File: config.mk
export PLATFORM = sky130hd
export DESIGN_NAME = rail_monitor
export DESIGN_NICKNAME = d
export VERILOG_FILES = /design/src/rtl/rmon_pkg.sv /design/src/rtl/rmon_hyst.sv /design/src/rtl/rmon_filter.sv /design/src/rtl/rmon_prio.sv /design/src/rtl/rail_monitor.sv
export SDC_FILE = /design/constraint.sdc
export NUM_CORES = 1
export LEC_CHECK = 0
export ABC_AREA = 1
export BUFFER_PORTS_ARGS = -buffer_cell sky130_fd_sc_hd__buf_2
export CAP_MARGIN = 20
export CORE_UTILIZATION = 36
export CTS_BUF_LIST = sky130_fd_sc_hd__clkbuf_16
export CTS_CLUSTER_DIAMETER = 120
export DETAILED_ROUTE_END_ITERATION = 10
export GPL_ROUTABILITY_DRIVEN = 0
export GPL_TIMING_DRIVEN = 1
export SLEW_MARGIN = 25
export SYNTH_ARGS = -nofsm -noshare
export SYNTH_HDL_FRONTEND = slang
export SYNTH_SLANG_ARGS = --single-unit
File: constraint.sdc
create_clock -name clk -period 2.76 [get_ports clk]
set_input_delay 0.138 -clock clk [delete_from_list [all_inputs] [get_ports clk]]
set_output_delay 0.138 -clock clk [all_outputs]
set_load 0.01 [all_outputs]
File: src/rtl/rmon_pkg.sv
package rmon_pkg;
   typedef enum logic [1:0] {
      FC_NONE   = 2'd0,
      FC_PGLOSS = 2'd1,
      FC_UNDER  = 2'd2,
      FC_OVER   = 2'd3
   } fault_code_e;
endpackage

File: src/rtl/rmon_hyst.sv
// One hysteretic comparator bit. ABOVE selects whether the flag sets on
// high values (rail good, overvoltage) or on low values (undervoltage).
module rmon_hyst #(
   parameter int SW    = 10,
   parameter bit ABOVE = 1'b1
) (
   input  logic          clk,
   input  logic          rst_n,
   input  logic          upd,
   input  logic [SW-1:0] data,
   input  logic [SW-1:0] set_lvl,
   input  logic [SW-1:0] clr_lvl,
   output logic          state_q,
   output logic          state_nx
);
   logic set_hit;
   logic clr_hit;

   generate
      if (ABOVE) begin : g_above
         assign set_hit = (data >= set_lvl);
         assign clr_hit = (data <  clr_lvl);
      end else begin : g_below
         assign set_hit = (data <= set_lvl);
         assign clr_hit = (data >  clr_lvl);
      end
   endgenerate

   always_comb begin
      state_nx = state_q;
      if (upd) begin
         if (set_hit)      state_nx = 1'b1;
         else if (clr_hit) state_nx = 1'b0;
      end
   end

   always_ff @(posedge clk or negedge rst_n) begin
      if (!rst_n) state_q <= 1'b0;
      else        state_q <= state_nx;
   end
endmodule

File: src/rtl/rmon_filter.sv
// Persistence filter: counts consecutive violating updates, saturating.
module rmon_filter #(
   parameter int FW = 4
) (
   input  logic          clk,
   input  logic          rst_n,
   input  logic          upd,
   input  logic          viol,
   input  logic [FW-1:0] limit,
   output logic          trip
);
   localparam logic [FW-1:0] CNT_MAX = '1;

   logic [FW-1:0] cnt_q;
   logic [FW-1:0] cnt_nx;

   always_comb begin
      cnt_nx = cnt_q;
      if (upd) begin
         if (!viol)                cnt_nx = '0;
         else if (cnt_q != CNT_MAX) cnt_nx = cnt_q + 1'b1;
      end
   end

   assign trip = upd & viol & (cnt_nx >= limit);

   always_ff @(posedge clk or negedge rst_n) begin
      if (!rst_n) cnt_q <= '0;
      else        cnt_q <= cnt_nx;
   end
endmodule

File: src/rtl/rmon_prio.sv
// Selects the fault class by severity, then the lowest channel within it.
module rmon_prio
   import rmon_pkg::*;
#(
   parameter int NCH = 5,
   parameter int CHW = 3
) (
   input  logic [NCH-1:0] f_ov,
   input  logic [NCH-1:0] f_uv,
   input  logic [NCH-1:0] f_pg,
   output fault_code_e    code,
   output logic [CHW-1:0] chan
);
   logic [NCH-1:0] sel;

   always_comb begin
      if (|f_ov) begin
         sel  = f_ov;
         code = FC_OVER;
      end else if (|f_uv) begin
         sel  = f_uv;
         code = FC_UNDER;
      end else if (|f_pg) begin
         sel  = f_pg;
         code = FC_PGLOSS;
      end else begin
         sel  = '0;
         code = FC_NONE;
      end
      chan = '0;
      for (int i = NCH - 1; i >= 0; i--) begin
         if (sel[i]) chan = CHW'(i);
      end
   end
endmodule

File: src/rtl/rail_monitor.sv
module rail_monitor
   import rmon_pkg::*;
#(
   parameter int NCH = 5,
   parameter int CHW = 3,
   parameter int SW  = 10,
   parameter int FW  = 4
) (
   input  logic               clk,
   input  logic               rst_n,
   input  logic               smp_valid,
   input  logic [CHW-1:0]     smp_chan,
   input  logic [SW-1:0]      smp_data,
   input  logic [NCH*SW-1:0]  thr_pg_rise,
   input  logic [NCH*SW-1:0]  thr_pg_fall,
   input  logic [NCH*SW-1:0]  thr_uv_fall,
   input  logic [NCH*SW-1:0]  thr_uv_rise,
   input  logic [NCH*SW-1:0]  thr_ov_rise,
   input  logic [NCH*SW-1:0]  thr_ov_fall,
   input  logic [FW-1:0]      filt_uv,
   input  logic [FW-1:0]      filt_pg,
   input  logic               fault_clr,
   output logic [NCH-1:0]     pg_good,
   output logic [NCH-1:0]     uv_status,
   output logic [NCH-1:0]     ov_status,
   output logic [NCH-1:0]     fault_ov,
   output logic [NCH-1:0]     fault_uv,
   output logic [NCH-1:0]     fault_pg,
   output logic               fault_any,
   output logic [1:0]         fault_code,
   output logic [CHW-1:0]     fault_chan
);
   localparam int CH_SPAN = 1 << CHW;

   generate
      if (NCH < 1 || NCH > CH_SPAN) begin : g_bad_nch
         $error("rail_monitor: NCH must be between 1 and 2**CHW");
      end
      if (SW < 2) begin : g_bad_sw
         $error("rail_monitor: SW must be at least 2");
      end
      if (FW < 1) begin : g_bad_fw
         $error("rail_monitor: FW must be at least 1");
      end
   endgenerate

   genvar gi;
   generate
      for (gi = 0; gi < NCH; gi++) begin : g_ch
         logic hit;
         logic pg_nx, uv_nx, ov_nx;
         logic pg_q, uv_q, ov_q;
         logic armed_q;
         logic uv_trip, pg_trip;
         logic fov_q, fuv_q, fpg_q;

         assign hit = smp_valid && (smp_chan == CHW'(gi));

         rmon_hyst #(.SW(SW), .ABOVE(1'b1)) u_pg (
            .clk(clk), .rst_n(rst_n), .upd(hit), .data(smp_data),
            .set_lvl(thr_pg_rise[gi*SW +: SW]), .clr_lvl(thr_pg_fall[gi*SW +: SW]),
            .state_q(pg_q), .state_nx(pg_nx));

         rmon_hyst #(.SW(SW), .ABOVE(1'b0)) u_uv (
            .clk(clk), .rst_n(rst_n), .upd(hit), .data(smp_data),
            .set_lvl(thr_uv_fall[gi*SW +: SW]), .clr_lvl(thr_uv_rise[gi*SW +: SW]),
            .state_q(uv_q), .state_nx(uv_nx));

         rmon_hyst #(.SW(SW), .ABOVE(1'b1)) u_ov (
            .clk(clk), .rst_n(rst_n), .upd(hit), .data(smp_data),
            .set_lvl(thr_ov_rise[gi*SW +: SW]), .clr_lvl(thr_ov_fall[gi*SW +: SW]),
            .state_q(ov_q), .state_nx(ov_nx));

         rmon_filter #(.FW(FW)) u_uv_flt (
            .clk(clk), .rst_n(rst_n), .upd(hit), .viol(uv_nx),
            .limit(filt_uv), .trip(uv_trip));

         rmon_filter #(.FW(FW)) u_pg_flt (
            .clk(clk), .rst_n(rst_n), .upd(hit), .viol(armed_q & ~pg_nx),
            .limit(filt_pg), .trip(pg_trip));

         always_ff @(posedge clk or negedge rst_n) begin
            if (!rst_n) begin
               armed_q <= 1'b0;
               fov_q   <= 1'b0;
               fuv_q   <= 1'b0;
               fpg_q   <= 1'b0;
            end else begin
               armed_q <= armed_q | (hit & pg_nx);
               fov_q   <= (hit & ov_nx) | (fov_q & ~fault_clr);
               fuv_q   <= uv_trip       | (fuv_q & ~fault_clr);
               fpg_q   <= pg_trip       | (fpg_q & ~fault_clr);
            end
         end

         assign pg_good[gi]   = pg_q;
         assign uv_status[gi] = uv_q;
         assign ov_status[gi] = ov_q;
         assign fault_ov[gi]  = fov_q;
         assign fault_uv[gi]  = fuv_q;
         assign fault_pg[gi]  = fpg_q;
      end
   endgenerate

   fault_code_e code_w;

   rmon_prio #(.NCH(NCH), .CHW(CHW)) u_prio (
      .f_ov(fault_ov), .f_uv(fault_uv), .f_pg(fault_pg),
      .code(code_w), .chan(fault_chan));

   assign fault_code = code_w;
   assign fault_any  = |{fault_ov, fault_uv, fault_pg};
endmodule

==> impl_results.md, run 1 <==
- Final period demand of the worst path: 2.39 ns
- Unrepaired setup endpoints after global routing: false
- Post-route clock period utilization: 86.8%
- Layout area overhead: 21.6%
- Leading register cell type out of synthesis: sky130_fd_sc_hd__dfrtp_1
- Tot GR Track Use: 21.6%
- Share of cells above drive strength 1: 19.2%
- Vias per std cell: 4.69
- Cell with the biggest individual delay on the critical path: sky130_fd_sc_hd__buf_2
- Fmax achieved: 418 MHz
- Pin count of the biggest net entering global routing: 76
- Vias in the first global route: 13.0k
- Violation count after the first detailed-route iteration: 398
- Leak: 9.96 nW
- Synth Instances: 1937
- Die extent in x: 191 um
- Hold Violations, Final: 0
- Pre-CTS setup slack: -0.0184 ns
- WL final: 39000 um
- Die boundary height: 191 um
- Syn Std Cell Area: 12900 um2
- Async SR Flop Fraction: 100%
- Initial Util: 37.0%
- Clock transition at path regs: 0.06 ns
- Max Buffers Root-to-Sink: 2
- Count of yosys warnings during synthesis: 0
- Vias after detailed routing: 13.0k
- Antenna violations before repair: 1
- Number of detailed-route iterations in the first pass: 5
- Number of setup violations in the final report: 0
- CTS tree: yes
- Critical path type: primary input to register
- Portion of synthesized cell area occupied by the leading cell type: 33.0%
- Post-detailed-route wirelength per cell: 14.1 um
- Max-capacitance violation count: 0
- Max IR drop VDD: 0.303 mV
- Final setup skew: 0.00759 ns
- Core Area: 34900 um2
- Final TNS setup: 0 ns
- Placement Rows: 68
- Outcome: completed
- Final-layout fill cell count: 3640
- Critical path launch point type: primary input
- Top fanout value on the critical path: 11
- Kind of capture point of the worst setup path: register
- Dpl cells: 2746
- EDFF count, synth: 0
- Overall die area: 36600 um2
- Final cell area excluding filler cells: 15700 um2
- Average size of a mapped cell: 6.66 um2
- Top Family by Delay on Critical Path: simple AND/OR/NAND/NOR gates
- Worst hold-check path type: primary input to register
- Post-DP HPWL: 33200 um
- Count of antenna-violating nets left after detailed routing: 0
- Largest area contributor in the netlist: sky130_fd_sc_hd__ha_1
- Highest cell delay on the worst timing path: 0.33 ns
- Post-synthesis sequential element count: 75
- Final number of max-transition violations: 0
- Worst skew pair latency: 0.35 ns
- Post-layout net count: 2968
- Required time reported for the critical path endpoint: 3.00 ns
- Root buffer cell: sky130_fd_sc_hd__clkbuf_16
- Syn_nets: 2602
- CP cell instances: buf_2 -> buf_12 -> ha_1 -> a21o_1 -> nor2_1 -> nand3_1 -> o21ai_1 -> nand2_1 -> nand2_1 -> nand3_1 -> nand2_1 -> ha_1 -> inv_1 -> nor2_1 -> o211ai_1 -> nand3_1 -> nand3_1 -> nand2_1
- Minimum setup slack in the final design: 0.365 ns
- Setup slack of the most critical reg-to-reg path: 0.45 ns
- Count of clock tree sinks: 75
- IO Port Bufs: 360
- Number of primary I/O pins: 361
- Register area share after synthesis: 14.5%
- Worst path buffer plus inverter count: 3
- Number of distinct standard cells referenced by the synthesized netlist: 44
- Power per cell area: 359 nW/um2
- Number of buffers added by the clock tree synthesis step: 9
- Wire length of the first global-routing pass: 62300 um
- Final core utilization: 45.0%
- CTS H-tree lvls: 3
- Transition at the pin with the smallest max-transition slack: 0.754 ns
- Arr. time, crit path: 2.63 ns
- Final non-filler cell total: 2766
- Remaining global-route overflow: 0
- DRC Markers: 0
- Post-Place Cell Area: 15400 um2
- Biggest area contributors in the synthesized netlist: sky130_fd_sc_hd__ha_1 (33%), sky130_fd_sc_hd__dfrtp_1 (15%), sky130_fd_sc_hd__nand2_1 (14%)
- Slew headroom: 49.6%
[through the flow]
step	hold WS (ns)	power, mW
5_1_grt	0.210	6.23
6_report	0.173	5.63
3_5_place_dp	0.381	4.47
2_1_floorplan	-0.158	3.51
4_1_cts	0.00435	5.69
3_3_place_gp	0.382	4.36
[where the power goes]
part           total, mW  switching, mW  internal, mW
Sequential          1.61          0.262          1.35
Clock               1.20          0.498         0.698
Combinational       2.82           1.59          1.23
Total               5.63           2.35          3.28
[Yosys cell counts (all sizes together), types with 2 or more instances]
cell and number:
nand3 96, xor2 11, nand2b 2, nand4 25
and3 3, inv 444, o21bai 19, o21ai 52
nand3b 5, a21boi 8, nor3 5, nand2 490
ha 340, dfrtp 75, o211ai 13, nor3b 4
mux2 5, buf 37, mux2i 4, o21a 7
nor2 153, a21o 14, a21oi 119
[worst paths after layout]
path	start	cells past startpoint	to
setup / recovery	smp_data[9]	18	g_ch[2].fuv_q$_DFF_PN0_
hold / removal	smp_chan[0]	5	g_ch[3].armed_q$_DFF_PN0_
setup reg to reg	g_ch[2].u_uv_flt.cnt_q[0]$_DFF_PN0_	14	g_ch[2].fuv_q$_DFF_PN0_
hold reg to reg	g_ch[3].armed_q$_DFF_PN0_	2	g_ch[3].armed_q$_DFF_PN0_
max in group asynchronous	rst_n	2	g_ch[4].u_pg_flt.cnt_q[3]$_DFF_PN0_
min in group asynchronous	rst_n	2	g_ch[1].u_pg.state_q$_DFF_PN0_
[layer usage]
layer  share of wire (%)  GRT usage (%)
met4                 1.9           6.01
met1                  45           26.0
met2                  47           39.7
met3                 5.6           2.75
met5                   0              0
[layout make-up]
type | count | area (um2) | area share (%)
Antenna cell | 3 | 7.51 | 0.0478
Clock buffer | 9 | 225 | 1.43
Clock inverter | 7 | 70.1 | 0.446
Inverter | 444 | 1670 | 10.6
Multi-Input combinational cell | 1380 | 9080 | 57.9
Sequential cell | 75 | 1880 | 12.0
Tap cell | 455 | 569 | 3.63
Timing Repair Buffer | 393 | 2200 | 14.0
[kinds of logic after synthesis]
group	after synthesis	share of synthesized area [%]
buffers and inverters	482	15.1
flip-flops	75	14.5
adder cells (fa/ha/maj)	340	33.0
AO/OA/AOI/OAI	234	10.5
multiplexers	9	0.747
XOR/XNOR	12	0.814
AND/OR/NAND/NOR	785	25.4
[repair_timing]
item,CTS,global route
buffers inserted,0,0
gates resized for setup,0,2
hold endpoints to repair,0,75
setup endpoints to repair,0,1
hold buffers,0,1
[sequential cells by signal (all words and copies together) (netlist names)]
signal and cells:
g_ch.armed_q 5, g_ch.fov_q 5, g_ch.fpg_q 5, g_ch.fuv_q 5, g_ch.u_ov.state_q 5, g_ch.u_pg.state_q 5, g_ch.u_pg_flt.cnt_q 20, g_ch.u_uv.state_q 5
g_ch.u_uv_flt.cnt_q 20
[placed cells by master (no fill, tap or decap), types with 5 or more instances in the layout]
cell type	n
sky130_fd_sc_hd__o21ai_0	30
sky130_fd_sc_hd__inv_1	442
sky130_fd_sc_hd__nor2_1	145
sky130_fd_sc_hd__nand3b_1	5
sky130_fd_sc_hd__buf_12	11
sky130_fd_sc_hd__nand3_1	91
sky130_fd_sc_hd__a21oi_1	118
sky130_fd_sc_hd__o21bai_1	18
sky130_fd_sc_hd__xor2_1	11
sky130_fd_sc_hd__o211ai_1	13
sky130_fd_sc_hd__buf_4	21
sky130_fd_sc_hd__o21ai_1	18
sky130_fd_sc_hd__a21boi_0	7
sky130_fd_sc_hd__ha_1	340
sky130_fd_sc_hd__buf_2	359
sky130_fd_sc_hd__o21a_1	7
sky130_fd_sc_hd__mux2_2	5
sky130_fd_sc_hd__a21o_1	14
sky130_fd_sc_hd__nor2_2	5
sky130_fd_sc_hd__nand2_1	486
sky130_fd_sc_hd__clkbuf_16	9
sky130_fd_sc_hd__nand4_1	24
sky130_fd_sc_hd__dfrtp_1	75
[worst register-to-register path, delay by kind of cell, from the launching register on]
kind / cells / cell delay [ns]
and+or+nand+nor: 8 / 0.64
muxes: 1 / 0.35
adders and majority gates: 2 / 0.52
AOI/OAI and AO/OA: 1 / 0.19
buffers and inverters: 2 / 0.10
DFF: 1 / 0.40
Note: power is estimated with default switching activity, not from simulation.
==> inputs of run 2 (changes only) <==
CORE_ASPECT_RATIO = 0.9   (was default)
==> run 2 against run 1 <==
Compared with the run above:
- flip-flop and latch count did not move
- count of clock-buffer cells in the layout did not move
- critical path depth rose by 1
- cell area barely moved
- critical path type unchanged
- highest routed layer is now met5
==> impl_results.md, run 2 (same netlist as run 1, synthesis figures left out) <==
- Wire length of the first global-routing pass: 62700 um
- Tot GR Track Use: 21.3%
- Post-detailed-route wirelength per cell: 13.9 um
- Endpoint of the worst register-to-register path: g_ch[0].fuv_q$_DFF_PN0_
- IO Port Bufs: 360
- Clock transition at path regs: 0.06 ns
- Number of buffers added by the clock tree synthesis step: 9
- Outcome: completed
- Hold Violations, Final: 0
- Cell Int Power: 3.36 mW
- Overall die area: 36600 um2
- Remaining global-route overflow: 0
- Top flop regs: g_ch.u_pg_flt.cnt_q (20), g_ch.u_uv_flt.cnt_q (20)
- Number of primary I/O pins: 361
- Critical path type: primary input to register
- Total chip power: 5.67 mW
- Final-layout fill cell count: 3595
- Top Family by Delay on Critical Path: simple AND/OR/NAND/NOR gates
- Number of detailed-route iterations in the first pass: 5
- WHS: 0.237 ns
- Worst-case reg-to-reg path depth: 14
- Worst hold-check path type: primary input to register
- Switching power share of the total: 40.7%
- Cell with the biggest individual delay on the critical path: sky130_fd_sc_hd__ha_1
- Highest cell delay on the worst timing path: 0.31 ns
- Layout area overhead: 21.5%
- Leak: 9.95 nW
- Kind of capture point of the worst setup path: register
- Worst setup startpoint: smp_data[6]
- Most Frequent Cell on Critical Path: sky130_fd_sc_hd__nand2_1
- Sequential cell fraction of total power: 28.4%
- Final period demand of the worst path: 2.32 ns
- Fmax achieved: 430 MHz
- Die extent in x: 202 um
- Vias per std cell: 4.65
- Root buffer cell: sky130_fd_sc_hd__clkbuf_16
- CTS H-tree lvls: 3
- Launch instance of the worst register-to-register path: g_ch[0].u_uv_flt.cnt_q[0]$_DFF_PN0_
- Die boundary height: 182 um
- Transition at the pin with the smallest max-transition slack: 0.731 ns
- Worst skew pair latency: 0.34 ns
- Vias after detailed routing: 12.9k
- Count of clock tree sinks: 75
- Most frequent cells in the layout: sky130_fd_sc_hd__nand2_1 (486), sky130_fd_sc_hd__inv_1 (442), sky130_fd_sc_hd__buf_2 (359), sky130_fd_sc_hd__ha_1 (340), sky130_fd_sc_hd__nor2_1 (146)
- Worst path buffer plus inverter count: 3
- Slew headroom: 51.3%
- Initial Util: 36.6%
- WL final: 38600 um
- Unrepaired setup endpoints after global routing: false
- Max-capacitance violation count: 0
- Share of cells above drive strength 1: 19.0%
- Final setup skew: 0.00707 ns
- Placement Rows: 65
- Vias in the first global route: 12.8k
- CP cell instances: buf_2 -> buf_4 -> ha_1 -> nand2_1 -> nor2_1 -> nand3_1 -> nand3_1 -> nand2_1 -> nand2_1 -> nand2_1 -> nand3_1 -> nand2_1 -> ha_1 -> inv_1 -> nor2_1 -> o211ai_1 -> nand3_1 -> nand3_1 -> nand2_1
- Setup slack of the most critical reg-to-reg path: 0.51 ns
- Power per cell area: 361 nW/um2
- Final number of max-transition violations: 0
- P_sw: 2.31 mW
- Post-Place Cell Area: 15400 um2
- Max Buffers Root-to-Sink: 2
- Most frequent standard cell in the layout excluding fill and tap cells: sky130_fd_sc_hd__nand2_1
- Antenna violations before repair: 2
- Core Area: 35200 um2
- DRC Markers: 0
- Number of setup violations in the final report: 0
- Top fanout value on the critical path: 13
- Post-layout net count: 2966
- CTS tree: yes
- Pin count of the biggest net entering global routing: 76
- Count of antenna-violating nets left after detailed routing: 0
- Violation count after the first detailed-route iteration: 485
- Final TNS setup: 0 ns
- Required time reported for the critical path endpoint: 2.98 ns
- Part of the total power dissipated in the clock network: 22.0%
- Post-CTS Resized: 0
- Post-DP HPWL: 32700 um
- Endpoint of the most critical setup path: g_ch[0].fuv_q$_DFF_PN0_
- Max IR drop VDD: 0.294 mV
- Arr. time, crit path: 2.55 ns
- Part of the total power dissipated in combinational logic: 49.5%
- Critical path launch point type: primary input
- Post-route clock period utilization: 84.2%
- Final cell area excluding filler cells: 15700 um2
- WP depth: 19
==> run 2: cell count changes in the layout (fill, tap and decap cells not counted), sizes merged <==
cell	delta
diode	-2
clkinvlp	-1
bufinv	+1
buf	-2
inv	-1
clkinv	+1
==> run 2: through the flow <==
| step | worst slack [ns] | utilization, % | instances |
|---|---|---|---|
| finish | 0.435 | 44.5 | 2776 |
| global route | 0.180 | 44.5 | 2776 |
| CTS | 0.409 | 44.5 | 2774 |
| detailed placement | 0.0883 | 43.6 | 2758 |
| global placement | 0.184 | 43.6 | 2758 |
| floorplan | 0.574 | - | 1937 |
==> run 2: final cells by class <==
cell class | count | area, um2 | share of cell area (%)
well taps | 469 | 587 | 3.74
diodes | 1 | 2.50 | 0.0160
clock inverters | 7 | 85.1 | 0.543
inverters | 444 | 1670 | 10.6
flip-flops and latches | 75 | 1880 | 12.0
repair buffers | 391 | 2160 | 13.7
clock buffers | 9 | 225 | 1.44
multi-input cells | 1380 | 9080 | 57.9
==> run 2: worst min path at each step <==
| stage | slack [ns] | depth (start not counted) | start | to |
|---|---|---|---|---|
| after detailed placement | 0.38 | 1 | rst_n | g_ch[1].u_pg.state_q$_DFF_PN0_ |
| after global placement | 0.38 | 1 | rst_n | g_ch[1].u_pg.state_q$_DFF_PN0_ |
| after floorplan | -0.16 | 0 | rst_n | g_ch[0].armed_q$_DFF_PN0_ |
| after CTS | 0.003 | 1 | rst_n | g_ch[1].u_pg.state_q$_DFF_PN0_ |
| after global routing | 0.27 | 5 | smp_chan[2] | g_ch[4].armed_q$_DFF_PN0_ |
| final | 0.24 | 5 | smp_chan[0] | g_ch[3].armed_q$_DFF_PN0_ |
==> run 2: worst reg2reg max path, cell delays in order (launching register included) <==
cell and delay (ns):
sky130_fd_sc_hd__dfrtp_1 0.40, sky130_fd_sc_hd__ha_1 0.24, sky130_fd_sc_hd__nand2_1 0.07, sky130_fd_sc_hd__inv_1 0.04
sky130_fd_sc_hd__nand2_1 0.07, sky130_fd_sc_hd__mux2_2 0.33, sky130_fd_sc_hd__nand3_1 0.08, sky130_fd_sc_hd__nand2_1 0.07
sky130_fd_sc_hd__ha_1 0.30, sky130_fd_sc_hd__inv_1 0.06, sky130_fd_sc_hd__nor2_1 0.04, sky130_fd_sc_hd__o211ai_1 0.16
sky130_fd_sc_hd__nand3_1 0.11, sky130_fd_sc_hd__nand3_1 0.12, sky130_fd_sc_hd__nand2_1 0.06
==> run 2: routing by layer <==
metal  up-vias  track usage, %  share of wire, %
li1       6876               -                 -
met5         -               0             0.034
met2       315            38.1                46
met3        40            2.49               4.0
met4         2            3.85               1.2
met1      5664            27.4                48
==> run 2: repair_timing <==
item / 4_1_cts / 5_1_grt
hold endpoints to repair: 0 / 75
hold buffers: 0 / 1
buffers inserted: 0 / 0
==> run 2: power by group through the flow <==
stage	clock network, mW	logic (mW)	registers (mW)
6_report	1.25	2.81	1.61
5_1_grt	1.33	3.28	1.65
4_1_cts	1.29	2.83	1.61
3_5_place_dp	0	2.82	1.63
3_3_place_gp	0	2.73	1.62
2_1_floorplan	0	1.95	1.56
==> inputs of run 3 (changes only) <==
clock period = 2.24 ns   (was 2.76 ns; I/O delays follow)
==> run 3 against run 2 <==
Compared with the run above:
- sequential share of layout area decreased by 1.2 points
- setup slack got worse by 0.35 ns
- highest routed layer unchanged
- die area unchanged
- core utilization up 4.9 points
- power grew 36%
- flip-flop and latch count did not move
- non-clock buffer count rose by 107
- critical path depth decreased by 1
- combinational power is 47% higher
- register-to-register slack got worse by 0.40 ns
- clock skew hardly changed
==> impl_results.md, run 3 (same netlist as run 1, synthesis figures left out) <==
- CTS H-tree lvls: 3
- Number of primary I/O pins: 361
- Required time reported for the critical path endpoint: 2.47 ns
- Violation count after the first detailed-route iteration: 630
- Met2 layer wire length in the routed design: 19500 um
- Remaining global-route overflow: 0
- CTS tree: yes
- Post-DP HPWL: 33600 um
- Antenna violations before repair: 3
- Worst setup startpoint: smp_data[1]
- Launch instance of the worst register-to-register path: g_ch[1].u_pg_flt.cnt_q[0]$_DFF_PN0_
- Max-capacitance violation count: 0
- Share of cells above drive strength 1: 27.4%
- Core Area: 35200 um2
- Top routing layer in use: met5
- Die boundary height: 182 um
- Initial Util: 36.6%
- Most frequent standard cell in the layout excluding fill and tap cells: sky130_fd_sc_hd__nand2_1
- Fmax achieved: 464 MHz
- Post-route clock period utilization: 96.3%
- Post-detailed-route wirelength per cell: 14.7 um
- Power per cell area: 442 nW/um2
- IO Port Bufs: 360
- Slew headroom: 62.1%
- Unrepaired setup endpoints after global routing: true
- WL final: 42300 um
- Number of buffers added by the clock tree synthesis step: 9
- Minimum setup slack in the final design: 0.0837 ns
- Overall die area: 36600 um2
- Pre-CTS setup slack: -0.406 ns
- Kind of capture point of the worst setup path: register
- Met3 wire len: 1800 um
- Post-layout net count: 3073
- Transition at the pin with the smallest max-transition slack: 0.568 ns
- Critical path launch point type: primary input
- Final period demand of the worst path: 2.16 ns
- Number of setup violations in the final report: 0
- Setup slack of the most critical reg-to-reg path: 0.11 ns
- Arr. time, crit path: 2.39 ns
- Number of detailed-route iterations in the first pass: 5
- DRC Markers: 0
- Final setup skew: 0.00696 ns
- Top flop regs: g_ch.u_pg_flt.cnt_q (20), g_ch.u_uv_flt.cnt_q (20)
- Max Buffers Root-to-Sink: 2
- Vias in the first global route: 13.0k
- Worst hold-check path type: primary input to asynchronous set/reset pin
- Wire length of the first global-routing pass: 63700 um
- Max IR drop VDD: 0.404 mV
- Count of antenna-violating nets left after detailed routing: 0
- Vias after detailed routing: 13.5k
- Placement Rows: 65
- Total chip power: 7.69 mW
- Most frequent cells in the layout: sky130_fd_sc_hd__nand2_1 (456), sky130_fd_sc_hd__inv_1 (438), sky130_fd_sc_hd__buf_2 (353), sky130_fd_sc_hd__ha_1 (303), sky130_fd_sc_hd__nor2_1 (119)
- DRT met1 WL: 19900 um
- Outcome: completed
- Tot GR Track Use: 21.7%
- Worst skew pair latency: 0.34 ns
- Top fanout value on the critical path: 8
- Hold Violations, Final: 0
- Vias per std cell: 4.69
- Critical path type: primary input to register
- Die extent in x: 202 um
- Leak: 10.6 nW
- Clock transition at path regs: 0.06 ns
- Count of clock tree sinks: 75
- Layout area overhead: 35.0%
- Final number of max-transition violations: 0
- Final core utilization: 49.5%
- Root buffer cell: sky130_fd_sc_hd__clkbuf_16
- Pin count of the biggest net entering global routing: 41
run 3: cell types whose count changed in the layout (fill, tap and decap cells not counted), sizes merged:
cell / change
clkbuf: +8
clkinv: +1
diode: +1
buf: +99
inv: -1
run 3: layer usage:
layer	track usage [%]	vias to the layer above
li1	-	7092
met1	28.4	6019
met2	38.2	362
met3	2.14	62
met4	5.27	2
met5	0	-
run 3: worst paths after layout:
path                                                        to  depth (start not counted)
worst max-delay path                   g_ch[1].fpg_q$_DFF_PN0_                         18
max in group asynchronous       g_ch[2].u_pg.state_q$_DFF_PN0_                          3
min in group clk                     g_ch[3].armed_q$_DFF_PN0_                          6
worst max register to register         g_ch[1].fpg_q$_DFF_PN0_                         13
worst min register to register       g_ch[3].armed_q$_DFF_PN0_                          2
worst min-delay path            g_ch[1].u_ov.state_q$_DFF_PN0_                          2
run 3: worst max-delay path, cell delays in order:
cell and delay (ns):
sky130_fd_sc_hd__buf_4 0.17, sky130_fd_sc_hd__buf_6 0.16, sky130_fd_sc_hd__ha_1 0.31, sky130_fd_sc_hd__nand2_1 0.08
sky130_fd_sc_hd__nor2_1 0.04, sky130_fd_sc_hd__nand3_1 0.07, sky130_fd_sc_hd__nand4_1 0.18, sky130_fd_sc_hd__nand2_2 0.16
sky130_fd_sc_hd__nand3_4 0.10, sky130_fd_sc_hd__nor2_2 0.11, sky130_fd_sc_hd__nor2_1 0.05, sky130_fd_sc_hd__ha_1 0.27
sky130_fd_sc_hd__inv_1 0.05, sky130_fd_sc_hd__nand2_1 0.05, sky130_fd_sc_hd__a21oi_2 0.10, sky130_fd_sc_hd__o21bai_1 0.07
sky130_fd_sc_hd__a21oi_1 0.20, sky130_fd_sc_hd__o21ai_2 0.08
run 3: stage by stage:
stage                     hold WS [ns]  setup TNS (ns)  instance area (um2)  std cells
after floorplan                 -0.184               0                12900       1937
after global placement           0.141           -2.24                16000       2829
after detailed placement         0.140           -2.88                16000       2829
after CTS                        0.299               0                16300       2847
after global routing             0.342          -0.234                17400       2884
final                            0.302               0                17400       2884
run 3: area by class of cell:
| cell class | count | area, um2 |
|---|---|---|
| diodes | 2 | 5.00 |
| clock buffers | 9 | 225 |
| clock inverters | 7 | 83.8 |
| fillers | 3538 | 17800 |
| inverters | 444 | 1670 |
| multi-input cells | 1380 | 9720 |
| flip-flops and latches | 75 | 1880 |
| well taps | 469 | 587 |
| repair buffers | 498 | 3250 |
run 3: repair_timing:
item | in CTS | in global routing
pin swaps | 0 | 42
setup endpoints to repair | 1 | 10
hold buffers | 1 | 0
gates cloned | 0 | 8
resized for setup | 1 | 151
buffers inserted | 1 | 27
hold endpoints to repair | 38 | 0
run 3: where the power goes:
part / leakage [nW] / switching, mW / internal (mW)
Clock: 0.152 / 0.589 / 0.962
Sequential: 0.964 / 0.331 / 1.67
Combinational: 9.46 / 2.19 / 1.94
